[config.mk]
export PLATFORM = sky130hd
export DESIGN_NAME = i2c_reg_slave
export DESIGN_NICKNAME = d
export VERILOG_FILES = /design/src/rtl/i2c_slv_pkg.sv /design/src/rtl/i2c_slv_sync.sv /design/src/rtl/i2c_slv_ctrl.sv /design/src/rtl/i2c_reg_slave.sv
export SDC_FILE = /design/constraint.sdc
export NUM_CORES = 1
export LEC_CHECK = 0
export BUFFER_PORTS_ARGS = -buffer_cell sky130_fd_sc_hd__buf_4
export CAP_MARGIN = 15
export CORE_ASPECT_RATIO = 0.8
export CORE_MARGIN = 2
export CORE_UTILIZATION = 30
export CTS_CLUSTER_DIAMETER = 120
export CTS_CLUSTER_SIZE = 16
export DETAILED_ROUTE_END_ITERATION = 10
export MAX_ROUTING_LAYER = met4
export SYNTH_ARGS = -nofsm -noshare
export SYNTH_HDL_FRONTEND = slang
export SYNTH_HIERARCHICAL = 1
export SYNTH_SLANG_ARGS = --single-unit
[constraint.sdc]
create_clock -name clk_i -period 5.3 [get_ports clk_i]
set_clock_uncertainty 0.2 [all_clocks]
set_input_delay 0.53 -clock clk_i [delete_from_list [all_inputs] [get_ports clk_i]]
set_output_delay 0.53 -clock clk_i [all_outputs]
set_load 0.005 [all_outputs]
[src/rtl/i2c_slv_pkg.sv]
package i2c_slv_pkg;
  localparam int BYTE_W = 8;

  typedef enum logic [2:0] {
    ST_IDLE,
    ST_ADDR,
    ST_ADDR_ACK,
    ST_RX,
    ST_RX_ACK,
    ST_TX,
    ST_TX_ACK
  } slv_state_e;
endpackage

[src/rtl/i2c_slv_sync.sv]
module i2c_slv_sync #(
  parameter int SYNC_STAGES = 2
) (
  input  logic clk_i,
  input  logic rst_ni,
  input  logic scl_i,
  input  logic sda_i,
  output logic scl_s_o,
  output logic sda_s_o,
  output logic scl_rise_o,
  output logic scl_fall_o,
  output logic start_o,
  output logic stop_o
);
  localparam int LAST = SYNC_STAGES - 1;

  logic [LAST:0] scl_ff, sda_ff;
  logic          scl_d, sda_d;

  // reset to idle-bus levels so no false condition after reset
  always_ff @(posedge clk_i or negedge rst_ni) begin
    if (!rst_ni) begin
      scl_ff <= '1;
      sda_ff <= '1;
      scl_d  <= 1'b1;
      sda_d  <= 1'b1;
    end else begin
      scl_ff <= {scl_ff[LAST-1:0], scl_i};
      sda_ff <= {sda_ff[LAST-1:0], sda_i};
      scl_d  <= scl_ff[LAST];
      sda_d  <= sda_ff[LAST];
    end
  end

  assign scl_s_o    = scl_ff[LAST];
  assign sda_s_o    = sda_ff[LAST];
  assign scl_rise_o = scl_s_o & ~scl_d;
  assign scl_fall_o = ~scl_s_o & scl_d;
  assign start_o    = scl_s_o & scl_d & sda_d & ~sda_s_o;
  assign stop_o     = scl_s_o & scl_d & ~sda_d & sda_s_o;
endmodule

[src/rtl/i2c_slv_ctrl.sv]
module i2c_slv_ctrl
  import i2c_slv_pkg::*;
#(
  parameter logic [6:0] SLV_ADDR = 7'h36,
  parameter int         PTR_W    = 8
) (
  input  logic              clk_i,
  input  logic              rst_ni,
  input  logic              scl_s_i,
  input  logic              sda_s_i,
  input  logic              scl_rise_i,
  input  logic              scl_fall_i,
  input  logic              start_i,
  input  logic              stop_i,
  output logic              sda_pull_o,
  output logic [PTR_W-1:0]  reg_addr_o,
  output logic [BYTE_W-1:0] reg_wdata_o,
  output logic              reg_we_o,
  input  logic [BYTE_W-1:0] reg_rdata_i
);
  localparam int CNT_W = $clog2(BYTE_W);
  localparam logic [CNT_W-1:0] LAST_BIT = CNT_W'(BYTE_W - 1);

  slv_state_e        state_q;
  logic [CNT_W-1:0]  bit_cnt_q;
  logic [BYTE_W-1:0] shift_q;
  logic [PTR_W-1:0]  ptr_q;
  logic [BYTE_W-1:0] wdata_q;
  logic              byte_full_q, rw_q, first_q, wrote_q, mack_q, pull_q, we_q;

  always_ff @(posedge clk_i or negedge rst_ni) begin
    if (!rst_ni) begin
      state_q     <= ST_IDLE;
      bit_cnt_q   <= '0;
      shift_q     <= '0;
      ptr_q       <= '0;
      wdata_q     <= '0;
      byte_full_q <= 1'b0;
      rw_q        <= 1'b0;
      first_q     <= 1'b0;
      wrote_q     <= 1'b0;
      mack_q      <= 1'b0;
      pull_q      <= 1'b0;
      we_q        <= 1'b0;
    end else begin
      we_q <= 1'b0;
      if (stop_i) begin
        state_q <= ST_IDLE;
        pull_q  <= 1'b0;
      end else if (start_i) begin
        state_q     <= ST_ADDR;
        bit_cnt_q   <= '0;
        byte_full_q <= 1'b0;
        pull_q      <= 1'b0;
      end else begin
        unique case (state_q)
          ST_IDLE: ;
          ST_ADDR, ST_RX: begin
            if (scl_rise_i) begin
              shift_q   <= {shift_q[BYTE_W-2:0], sda_s_i};
              bit_cnt_q <= bit_cnt_q + 1'b1;
              if (bit_cnt_q == LAST_BIT) byte_full_q <= 1'b1;
            end else if (scl_fall_i && byte_full_q) begin
              byte_full_q <= 1'b0;
              if (state_q == ST_ADDR) begin
                if (shift_q[BYTE_W-1:1] == SLV_ADDR) begin
                  rw_q    <= shift_q[0];
                  pull_q  <= 1'b1;
                  state_q <= ST_ADDR_ACK;
                end else begin
                  state_q <= ST_IDLE;
                end
              end else begin
                pull_q  <= 1'b1;
                state_q <= ST_RX_ACK;
                if (first_q) begin
                  ptr_q   <= PTR_W'(shift_q);
                  first_q <= 1'b0;
                end else begin
                  wdata_q <= shift_q;
                  we_q    <= 1'b1;
                  wrote_q <= 1'b1;
                end
              end
            end
          end
          ST_ADDR_ACK: begin
            if (scl_fall_i) begin
              bit_cnt_q <= '0;
              if (rw_q) begin
                shift_q <= reg_rdata_i;
                pull_q  <= ~reg_rdata_i[BYTE_W-1];
                ptr_q   <= ptr_q + 1'b1;
                state_q <= ST_TX;
              end else begin
                pull_q  <= 1'b0;
                first_q <= 1'b1;
                state_q <= ST_RX;
              end
            end
          end
          ST_RX_ACK: begin
            if (scl_fall_i) begin
              pull_q    <= 1'b0;
              bit_cnt_q <= '0;
              wrote_q   <= 1'b0;
              if (wrote_q) ptr_q <= ptr_q + 1'b1;
              state_q <= ST_RX;
            end
          end
          ST_TX: begin
            if (scl_fall_i) begin
              if (bit_cnt_q == LAST_BIT) begin
                pull_q  <= 1'b0;
                state_q <= ST_TX_ACK;
              end else begin
                shift_q   <= {shift_q[BYTE_W-2:0], 1'b0};
                pull_q    <= ~shift_q[BYTE_W-2];
                bit_cnt_q <= bit_cnt_q + 1'b1;
              end
            end
          end
          ST_TX_ACK: begin
            if (scl_rise_i) begin
              mack_q <= ~sda_s_i;
            end else if (scl_fall_i) begin
              if (mack_q) begin
                shift_q   <= reg_rdata_i;
                pull_q    <= ~reg_rdata_i[BYTE_W-1];
                ptr_q     <= ptr_q + 1'b1;
                bit_cnt_q <= '0;
                state_q   <= ST_TX;
              end else begin
                pull_q  <= 1'b0;
                state_q <= ST_IDLE;
              end
            end
          end
          default: state_q <= ST_IDLE;
        endcase
      end
    end
  end

  assign sda_pull_o  = pull_q;
  assign reg_addr_o  = ptr_q;
  assign reg_wdata_o = wdata_q;
  assign reg_we_o    = we_q;


  pull_scl_low_chk: assert property (@(posedge clk_i) disable iff (!rst_ni)
    (sda_pull_o != $past(sda_pull_o)) |-> (!$past(scl_s_i) || $past(start_i) || $past(stop_i)));


  idle_quiet_chk: assert property (@(posedge clk_i) disable iff (!rst_ni)
    (state_q == ST_IDLE) |-> !sda_pull_o);


  stop_idle_chk: assert property (@(posedge clk_i) disable iff (!rst_ni)
    stop_i |=> (state_q == ST_IDLE && !sda_pull_o));


  restart_addr_chk: assert property (@(posedge clk_i) disable iff (!rst_ni)
    (start_i && !stop_i) |=> (state_q == ST_ADDR));


  we_pulse_chk: assert property (@(posedge clk_i) disable iff (!rst_ni)
    reg_we_o |=> !reg_we_o);
endmodule

[src/rtl/i2c_reg_slave.sv]
module i2c_reg_slave #(
  parameter logic [6:0] SLV_ADDR    = 7'h36,
  parameter int         PTR_W       = 8,
  parameter int         SYNC_STAGES = 2
) (
  input  logic             clk_i,
  input  logic             rst_ni,
  input  logic             scl_i,
  input  logic             sda_i,
  output logic             sda_pull_o,
  output logic [PTR_W-1:0] reg_addr_o,
  output logic [7:0]       reg_wdata_o,
  output logic             reg_we_o,
  input  logic [7:0]       reg_rdata_i
);
  logic scl_s, sda_s, scl_rise, scl_fall, start, stop;

  i2c_slv_sync #(
    .SYNC_STAGES(SYNC_STAGES)
  ) sync_i (
    .clk_i      (clk_i),
    .rst_ni     (rst_ni),
    .scl_i      (scl_i),
    .sda_i      (sda_i),
    .scl_s_o    (scl_s),
    .sda_s_o    (sda_s),
    .scl_rise_o (scl_rise),
    .scl_fall_o (scl_fall),
    .start_o    (start),
    .stop_o     (stop)
  );

  i2c_slv_ctrl #(
    .SLV_ADDR (SLV_ADDR),
    .PTR_W    (PTR_W)
  ) ctrl_i (
    .clk_i       (clk_i),
    .rst_ni      (rst_ni),
    .scl_s_i     (scl_s),
    .sda_s_i     (sda_s),
    .scl_rise_i  (scl_rise),
    .scl_fall_i  (scl_fall),
    .start_i     (start),
    .stop_i      (stop),
    .sda_pull_o  (sda_pull_o),
    .reg_addr_o  (reg_addr_o),
    .reg_wdata_o (reg_wdata_o),
    .reg_we_o    (reg_we_o),
    .reg_rdata_i (reg_rdata_i)
  );
endmodule

==> results.cfg, run 1 <==
[power_and_ir_drop]
clkPwrFrac_pct = 17.1
vdd_drop_max_mv = 0.160
pwr-share-comb_pct = 43.8
power-per-cell-area_nw_per_um2 = 529
swShare_pct = 41.0
leakage_nw = 1.27
switchingPower_w = 0.000616
seqPwrFrac_pct = 39.1
p_int_w = 0.000888

[floorplan]
core-area_um2 = 7950
io-pin-count = 30
start_util_pct = 31.0
die_h_um = 85.1
die-area_um2 = 8970
rows = 29
die_x_um = 105

[critical_path]
critPathKind = flop to flop
cp_max_fo = 23
cp_top_family = compound AO/OA/AOI/OAI gates
r2r_cells = 5
r2r-start = ctrl_i/state_q[1]
worstSetupStartpointType = flop
r2r_end = ctrl_i/reg_addr_o[7]
end_kind = flop
cp_num_cells = 5
worstSetupEndpoint = ctrl_i/reg_addr_o[7]
critPathMostFrequentCell = o21ai_0
cp.buffers_inverters = 0
worst_path_max_delay_cell = dfrtp_1
required_ns = 5.27
cp_cell_sequence = nor2b_1 > o21ai_0 > a2111o_1 > o21ai_0 > o21ai_1
cp-startpoint = ctrl_i/state_q[1]
r2r_slack_ns = 2.26
crit_arrival_ns = 3.01
max_stage_delay_ns = 0.82

[placed_design]
numPortBuffers = 29
dp_hpwl_um = 4160
dp_cells = 383
gp_congestion = 0.876

[synthesis]
ys_ff_latch = 43
ys.flop_type = dfrtp_1
synth_fp_nets = 277
syn_area_per_cell_um2 = 9.41
netlist_area_um2 = 2470
syn_inst = 262
ys_types = 48
synth-edff-count = 0
yosysWarnings = 6
ys_seq_area_share_pct = 43.9
async_reset_ff_share_pct = 100

[clock_network]
cts_buffer_depth = 2
clk_root_buffer_cell = clkbuf_8
cts_buffers = 5
clk_latency_ns = 0.30
cts_max_level = 2
cts_hold_buf = 0
clk_pin_slew_ns = 0.08
cts_sinks = 43
cts_resized = 0
post_cts_buffers = 0
cts_tree = built

[finish]
drive_above_1_share_pct = 24.0
nNetsFinal = 297
syn2layout_area_growth_pct = 15.3
fin_cells = 391
n_antenna_cell = 0
n_fill_cell = 821

[sta]
hold_violations = 0
setup_violations = 0
rsz0062_at_grt = false
slew_violations = 0
tns_ns = 0
worstMarginPinSlew_ns = 0.915
hold_ws_ns = 0.0133
max_freq_mhz = 329
slew_headroom_pct = 38.8
period_share_pct = 57.4
period_minus_slack_ns = 3.04

[global_routing]
grt_pass1_vias = 1893
antenna_found_initial = 0
grt_pass1_wl_um = 10000
grt_max_degree = 44
grt.total_usage_pct = 14.3
grt-ovfl-total = 0

[min_path]
min_path_type = input pin to async pin

[route]
vias = 2034
drt-total-wl_um = 5910
viasPerCell = 5.20
ant_nets = 0
routedWlPerCell_um = 15.1
first_iter_violations = 242
drcViolationCount = 0
firstDrtPassIters = 4

[flow_run]
cap_viol_max_count = 0

[outcome]
status = finished, final reports clean
-- cell type report --
type / count / area, µm² / share of cell area [%]
Clock inverter: 3 / 43.8 / 1.54
Tap cell: 108 / 135 / 4.75
Inverter: 9 / 33.8 / 1.19
Clock buffer: 5 / 68.8 / 2.42
Multi-Input combinational cell: 194 / 1260 / 44.3
Sequential cell: 43 / 1080 / 38.1
Timing Repair Buffer: 29 / 218 / 7.66
-- flip-flops by register name, indices dropped and copies added, names as in the netlist --
signal / flops
ctrl_i/bit_cnt_q: 3
sync_i/sda_d: 1
sync_i/scl_ff: 2
ctrl_i/shift_q: 8
ctrl_i/reg_we_o: 1
ctrl_i/reg_addr_o: 8
ctrl_i/wrote_q: 1
ctrl_i/rw_q: 1
ctrl_i/reg_wdata_o: 8
ctrl_i/state_q: 3
sync_i/scl_d: 1
ctrl_i/mack_q: 1
ctrl_i/sda_pull_o: 1
sync_i/sda_ff: 2
ctrl_i/byte_full_q: 1
ctrl_i/first_q: 1
-- worst min-delay path by stage --
stage	endpoint	depth (start not counted)
after floorplan	ctrl_i/bit_cnt_q[0]	0
after global placement	sync_i/sda_ff[1]	0
after detailed placement	sync_i/scl_ff[1]	0
after CTS	ctrl_i/shift_q[5]	1
after global routing	ctrl_i/first_q	1
final	ctrl_i/bit_cnt_q[2]	1
-- cell usage after synthesis (all sizes together), types with 2 or more instances --
cell     number  area [µm²]
a31oi         4        25.0
buf           8        57.6
dfrtp        37         926
o311ai        3        26.3
mux2i         6        60.1
clkbuf        8        30.0
and2          3        18.8
o21ai        20         100
a2bb2oi       2        17.5
nor4b         2        17.5
nor4bb        2        20.0
o31ai         2        15.0
nand4         3        18.8
nand2b        4        25.0
ha            3        37.5
nor2b         4        25.0
a21oi        21         105
nor3b         2        15.0
dfstp         6         158
o22a          6        52.6
and4b         3        30.0
nand2        40         150
nor3          2        10.0
mux2         19         214
or2           2        12.5
nand4b        2        32.5
nor2         20        75.1
inv           8        30.0
nand3         5        25.0
-- power by group through the flow --
| stage | Sequential, W | Combinational, W | Clock, W |
|---|---|---|---|
| floorplan | 0.000512 | 0.000555 | 0 |
| global placement | 0.000591 | 0.000647 | 0 |
| detailed placement | 0.000592 | 0.000659 | 0 |
| CTS | 0.000585 | 0.000663 | 0.000264 |
| global route | 0.000611 | 0.000746 | 0.000279 |
| finish | 0.000589 | 0.000659 | 0.000257 |
-- per-layer routing --
layer  wire, µm  GRT usage [%]  up-vias
li1           -              -      983
met1       3010           21.7      989
met2       2490           19.6       60
met3        400           3.07        2
met4         11           2.18        0
met5          0              -        -
-- layout by cell type, fill, tap and decap left out, types with 2 or more instances in the layout --
master     netlist  layout
inv_1            8       8
nor4bb_1         2       2
ha_1             3       3
nand4_1          3       3
nand3_1          5       5
o21ai_0         15      15
nor2_1          20      20
nor4b_1          2       2
o22a_1           6       6
buf_4            2      29
clkbuf_8         0       5
nor3b_1          2       2
nor2b_1          4       4
a21oi_1         21      21
o21ai_1          5       5
nand2_1         40      40
o31ai_1          2       2
or2_2            2       2
mux2i_1          6       6
nand2b_1         4       4
o311ai_0         3       3
a2bb2oi_1        2       2
dfstp_2          6       6
and4b_1          3       3
mux2_2          19      19
and2_1           3       3
dfrtp_1         37      37
a31oi_1          4       4
nor3_1           2       2
-- per-stage QoR --
| stage | setup slack, ns | total power [W] | util (%) | area [µm²] |
|---|---|---|---|---|
| floorplan | 2.92 | 0.00107 | - | 2470 |
| global placement | 2.38 | 0.00124 | 34.4 | 2730 |
| detailed placement | 2.27 | 0.00125 | 34.4 | 2730 |
| CTS | 2.26 | 0.00151 | 35.8 | 2840 |
| global route | 2.02 | 0.00164 | 35.8 | 2840 |
| finish | 2.26 | 0.00150 | 35.8 | 2840 |
-- kinds of logic (layout without fill, tap and decap cells) --
logic type / count (synthesis) / in the layout / synth area share (%)
xor+xnor: 1 / 1 / 0.355
fa+ha+maj: 3 / 3 / 1.52
mux: 25 / 25 / 11.1
compound gates: 68 / 68 / 17.5
simple gates: 97 / 97 / 20.7
flops: 43 / 43 / 43.9
buf+inv: 25 / 46 / 4.92
Note: power is estimated with default switching activity, not from simulation.
==> run 2, diff against run 1 <==
Clock period 5.3 ns to 3 ns, I/O delays scaled along.
==> run 2 against run 1 <==
Clock power increased by 54%. Sequential power increased by 69%. Global-route usage increased by 0.36 points. Final cell count increased by 3.1%. Via count increased by 2.8%. Highest routed layer unchanged.
==> results.cfg, run 2 (same netlist as run 1, synthesis figures left out) <==
[route]
ant_nets = 0
first_iter_violations = 194
viasPerCell = 5.19
drcViolationCount = 0
firstDrtPassIters = 4
routedWlPerCell_um = 15.1
vias = 2090
drt-total-wl_um = 6080

[clock_network]
clk_latency_ns = 0.30
cts_tree = built
cts_hold_buf = 3
cts_buffers = 5
cts_sinks = 43
cts_resized = 0
clk_root_buffer_cell = clkbuf_8
post_cts_buffers = 0
cts_buffer_depth = 2
clk_pin_slew_ns = 0.10
cts_max_level = 2

[global_routing]
grt_pass1_wl_um = 10400
grt_pass1_vias = 2054
grt_max_degree = 44
antenna_found_initial = 0
grt.total_usage_pct = 14.6
grt-ovfl-total = 0

[outcome]
status = finished, final reports clean

[sta]
rsz0062_at_grt = false
max_freq_mhz = 391
period_minus_slack_ns = 2.56
slew_headroom_pct = 57.8
hold_violations = 0
setup_violations = 0
slew_violations = 0
worstMarginPinSlew_ns = 0.630
period_share_pct = 85.3
tns_ns = 0

[floorplan]
die_x_um = 105
start_util_pct = 31.0
die_h_um = 85.1
die-area_um2 = 8970
io-pin-count = 30
core-area_um2 = 7950
rows = 29

[finish]
regArea_um2 = 1080
n_fill_cell = 820
layout_common_cells = nand2_1, buf_4, dfrtp_1, a21oi_1, nor2_1
multi_input_area_um2 = 1260
syn2layout_area_growth_pct = 18.5
nNetsFinal = 309
n_antenna_cell = 0
fin_cells = 403
final_common_cell = nand2_1
drive_above_1_share_pct = 26.1

[critical_path]
end_kind = flop
cp_cell_sequence = nor2b_1 > buf_4 > nand4b_4 > a221o_1 > a2111o_1 > o21ai_0 > o21ai_1
critPathKind = flop to flop
r2r_end = ctrl_i/reg_addr_o[7]
worst_path_max_delay_cell = a2111o_1
r2r-start = sync_i/scl_d
cp_max_fo = 16
worstSetupStartpointType = flop
r2r_slack_ns = 0.44
required_ns = 2.98
cp.buffers_inverters = 1
cp_top_family = compound AO/OA/AOI/OAI gates
r2r_cells = 7
crit_arrival_ns = 2.54
max_stage_delay_ns = 0.61

[min_path]
min_path_type = input pin to flop
hold_start = reg_rdata_i[5]
holdPathEnd = ctrl_i/shift_q[5]
hold_depth = 4

[placed_design]
gp_congestion = 0.887
dp_hpwl_um = 4280
dp_cells = 392
numPortBuffers = 29

[power_and_ir_drop]
leakage_nw = 1.31
vdd_drop_max_mv = 0.301
power-per-cell-area_nw_per_um2 = 915

[flow_run]
cap_viol_max_count = 0
-- run 2: metrics by stage --
stage / total power, W / cell area [µm²] / worst slack (ns) / hold slack (ns) / utilization, %
after global placement: 0.00225 / 2800 / 0.463 / 0.136 / 35.2
after global routing: 0.00289 / 2920 / 0.264 / 0.118 / 36.8
after floorplan: 0.00189 / 2470 / 0.620 / -0.196 / -
final: 0.00267 / 2920 / 0.442 / 0.116 / 36.8
after CTS: 0.00268 / 2920 / 0.439 / 0.106 / 36.8
after detailed placement: 0.00228 / 2800 / 0.445 / 0.141 / 35.2
-- run 2: final cells by class --
class                   count  area share [%]
multi-input cells         194            43.2
clock inverters             3           0.814
repair buffers             41            10.8
well taps                 108            4.63
inverters                   9            1.16
flip-flops and latches     43            37.1
clock buffers               5            2.36
-- run 2: routing by layer --
layer  wire (µm)  vias to the layer above  part of all wire, %  GRT usage [%]
met3         372                        4                  6.1           4.07
li1            -                     1006                    -              -
met1        3040                     1015                   50           21.4
met4          27                        0                 0.44           1.94
met5           0                        -                    0              -
met2        2640                       65                   43           20.6
-- run 2: worst register-to-register path, cell delays in order, from the launching register on --
cell and delay (ns):
dfstp_2 0.55, nor2b_1 0.12, buf_4 0.19, nand4b_4 0.11, a221o_1 0.35, a2111o_1 0.61
o21ai_0 0.24, o21ai_1 0.08
-- run 2: how the worst max path moves through the flow --
stage                                      end    startpoint  cells after the start  slack, ns
final                     ctrl_i/reg_addr_o[7]  sync_i/scl_d                      7       0.44
after global routing      ctrl_i/reg_addr_o[7]  sync_i/scl_d                      7       0.26
after CTS                 ctrl_i/reg_addr_o[7]  sync_i/scl_d                      7       0.44
after detailed placement  ctrl_i/reg_addr_o[7]  sync_i/scl_d                      7       0.45
after global placement    ctrl_i/reg_addr_o[7]  sync_i/scl_d                      7       0.46
after floorplan           ctrl_i/reg_addr_o[4]  sync_i/scl_d                      7       0.62
-- run 2: power breakdown --
group | total (W) | switching (W) | internal (W)
sequential | 0.000995 | 0.000239 | 0.000756
clock | 0.000396 | 0.000229 | 0.000167
combinational | 0.00128 | 0.000663 | 0.000619
==> run 3, diff against run 2 <==
Clock period 3 ns to 2.4 ns, I/O delays scaled along.
==> run 3 against run 2 <==
Sequential cell count unchanged. Register-to-register slack worse by 0.32 ns. Critical path type unchanged. Largest cell class unchanged. Core utilization is 2.2 points higher.
==> results.cfg, run 3 (same netlist as run 1, synthesis figures left out) <==
[global_routing]
grt_pass1_vias = 2075
grt_max_degree = 44
grt-ovfl-total = 0
grt.total_usage_pct = 15.0
antenna_found_initial = 0
grt_pass1_wl_um = 10700

[flow_run]
cap_viol_max_count = 0

[clock_network]
clk_latency_ns = 0.29
clk_pin_slew_ns = 0.09
cts_buffer_depth = 2
post_cts_buffers = 0
cts_sinks = 43
cts_max_level = 2
cts_buffers = 5
cts_tree = built
clk_root_buffer_cell = clkbuf_8

[power_and_ir_drop]
vdd_drop_max_mv = 0.483
leakage_nw = 1.41
power-per-cell-area_nw_per_um2 = 1170
total_power_w = 0.00361

[floorplan]
die-area_um2 = 8970
io-pin-count = 30
start_util_pct = 31.0
rows = 29
core-area_um2 = 7950
die_x_um = 105
die_h_um = 85.1

[placed_design]
dp_hpwl_um = 4540
numPortBuffers = 29
gp_congestion = 0.853
dp_cells = 406
dp_slack_ns = -0.0481

[min_path]
min_path_type = input pin to flop

[sta]
period_minus_slack_ns = 2.27
setup_violations = 0
max_freq_mhz = 440
slew_headroom_pct = 62.1
rsz0062_at_grt = false
hold_violations = 0
worstMarginPinSlew_ns = 0.569
hold_ws_ns = 0.0561
period_share_pct = 94.8
setup_slack_ns = 0.125
slew_violations = 0

[critical_path]
critPathKind = flop to flop
max_stage_delay_ns = 0.41
cp_max_fo = 8
cp.buffers_inverters = 1
cp_top_family = adder cells
cp_cell_sequence = ha_1 > ha_1 > nor3b_1 > a21oi_1 > mux2i_1 > nand4_1 > buf_12 > mux2_2
crit_arrival_ns = 2.25
worstSetupStartpointType = flop
end_kind = flop
critPathMostFrequentCell = ha_1
worst_path_max_delay_cell = dfrtp_1
required_ns = 2.38

[outcome]
status = finished, final reports clean

[route]
ant_nets = 0
first_iter_violations = 128
routedWlPerCell_um = 15.3
drcViolationCount = 0
firstDrtPassIters = 5
drt-total-wl_um = 6400
viasPerCell = 5.21
vias = 2178

[finish]
drive_above_1_share_pct = 30.6
final_common_cell = buf_4
syn2layout_area_growth_pct = 25.7
fin_cells = 418
final_util_pct = 39.0
layout_common_cells = buf_4, nand2_1, dfrtp_1, nor2_1, a21oi_1
nNetsFinal = 324
n_antenna_cell = 0
[run 3: cell types whose count changed in the layout (fill, tap and decap cells not counted), sizes merged]
cell | before | now
buf | 38 | 52
bufinv | 0 | 1
clkbuf | 5 | 6
clkinvlp | 2 | 1
[run 3: final timing paths]
kind / cells past startpoint / endpoint / slack [ns] / from
setup / recovery: 8 / ctrl_i/shift_q[0] / 0.13 / ctrl_i/bit_cnt_q[0]
hold / removal: 4 / ctrl_i/shift_q[3] / 0.06 / reg_rdata_i[3]
setup reg to reg: 8 / ctrl_i/shift_q[0] / 0.13 / ctrl_i/bit_cnt_q[0]
hold reg to reg: 0 / sync_i/sda_ff[1] / 0.16 / sync_i/sda_ff[0]
max in group asynchronous: 2 / ctrl_i/reg_addr_o[4] / 1.32 / rst_ni
min in group asynchronous: 2 / ctrl_i/reg_addr_o[6] / 0.28 / rst_ni
[run 3: per-stage QoR]
step	setup TNS, ns	instance area (µm²)
finish	0	3100
global route	0	3100
CTS	0	3080
detailed placement	-0.0639	2930
global placement	-0.00460	2930
floorplan	0	2470
[run 3: cell type report]
type                    count  area [µm²]
clock buffers               5        68.8
clock inverters             3        46.3
fillers                   775        4850
inverters                   9        33.8
multi-input cells         194        1270
flip-flops and latches     43        1080
well taps                 108         135
repair buffers             56         457
[run 3: where the power goes]
group | internal, W | total [W] | switching, W | leakage (nW)
Combinational | 0.000897 | 0.00183 | 0.000930 | 0.832
Sequential | 0.000945 | 0.00120 | 0.000258 | 0.526
Clock | 0.000314 | 0.000582 | 0.000268 | 0.0548
[run 3: worst min-delay path, stage by stage]
cell and delay, ns:
buf_4 0.08, nand2_1 0.04, nand2_1 0.04, mux2_2 0.13
[run 3: routing by layer]
layer  GRT usage (%)  part of all wire (%)  vias to the layer above  wire [µm]
li1                -                     -                     1036          -
met1            23.1                    51                     1056       3250
met2            20.7                    42                       86       2700
met3            2.76                   7.0                        0        447
met4            2.30                     0                        0          0
met5               -                     0                        -          0
[run 3: timing repair]
action,in CTS,in global routing
gates cloned,0,1
hold buffers,3,0
endpoints found under the setup margin,8,17
resized for setup,2,5
hold endpoints to repair,39,0
pin swaps,0,3
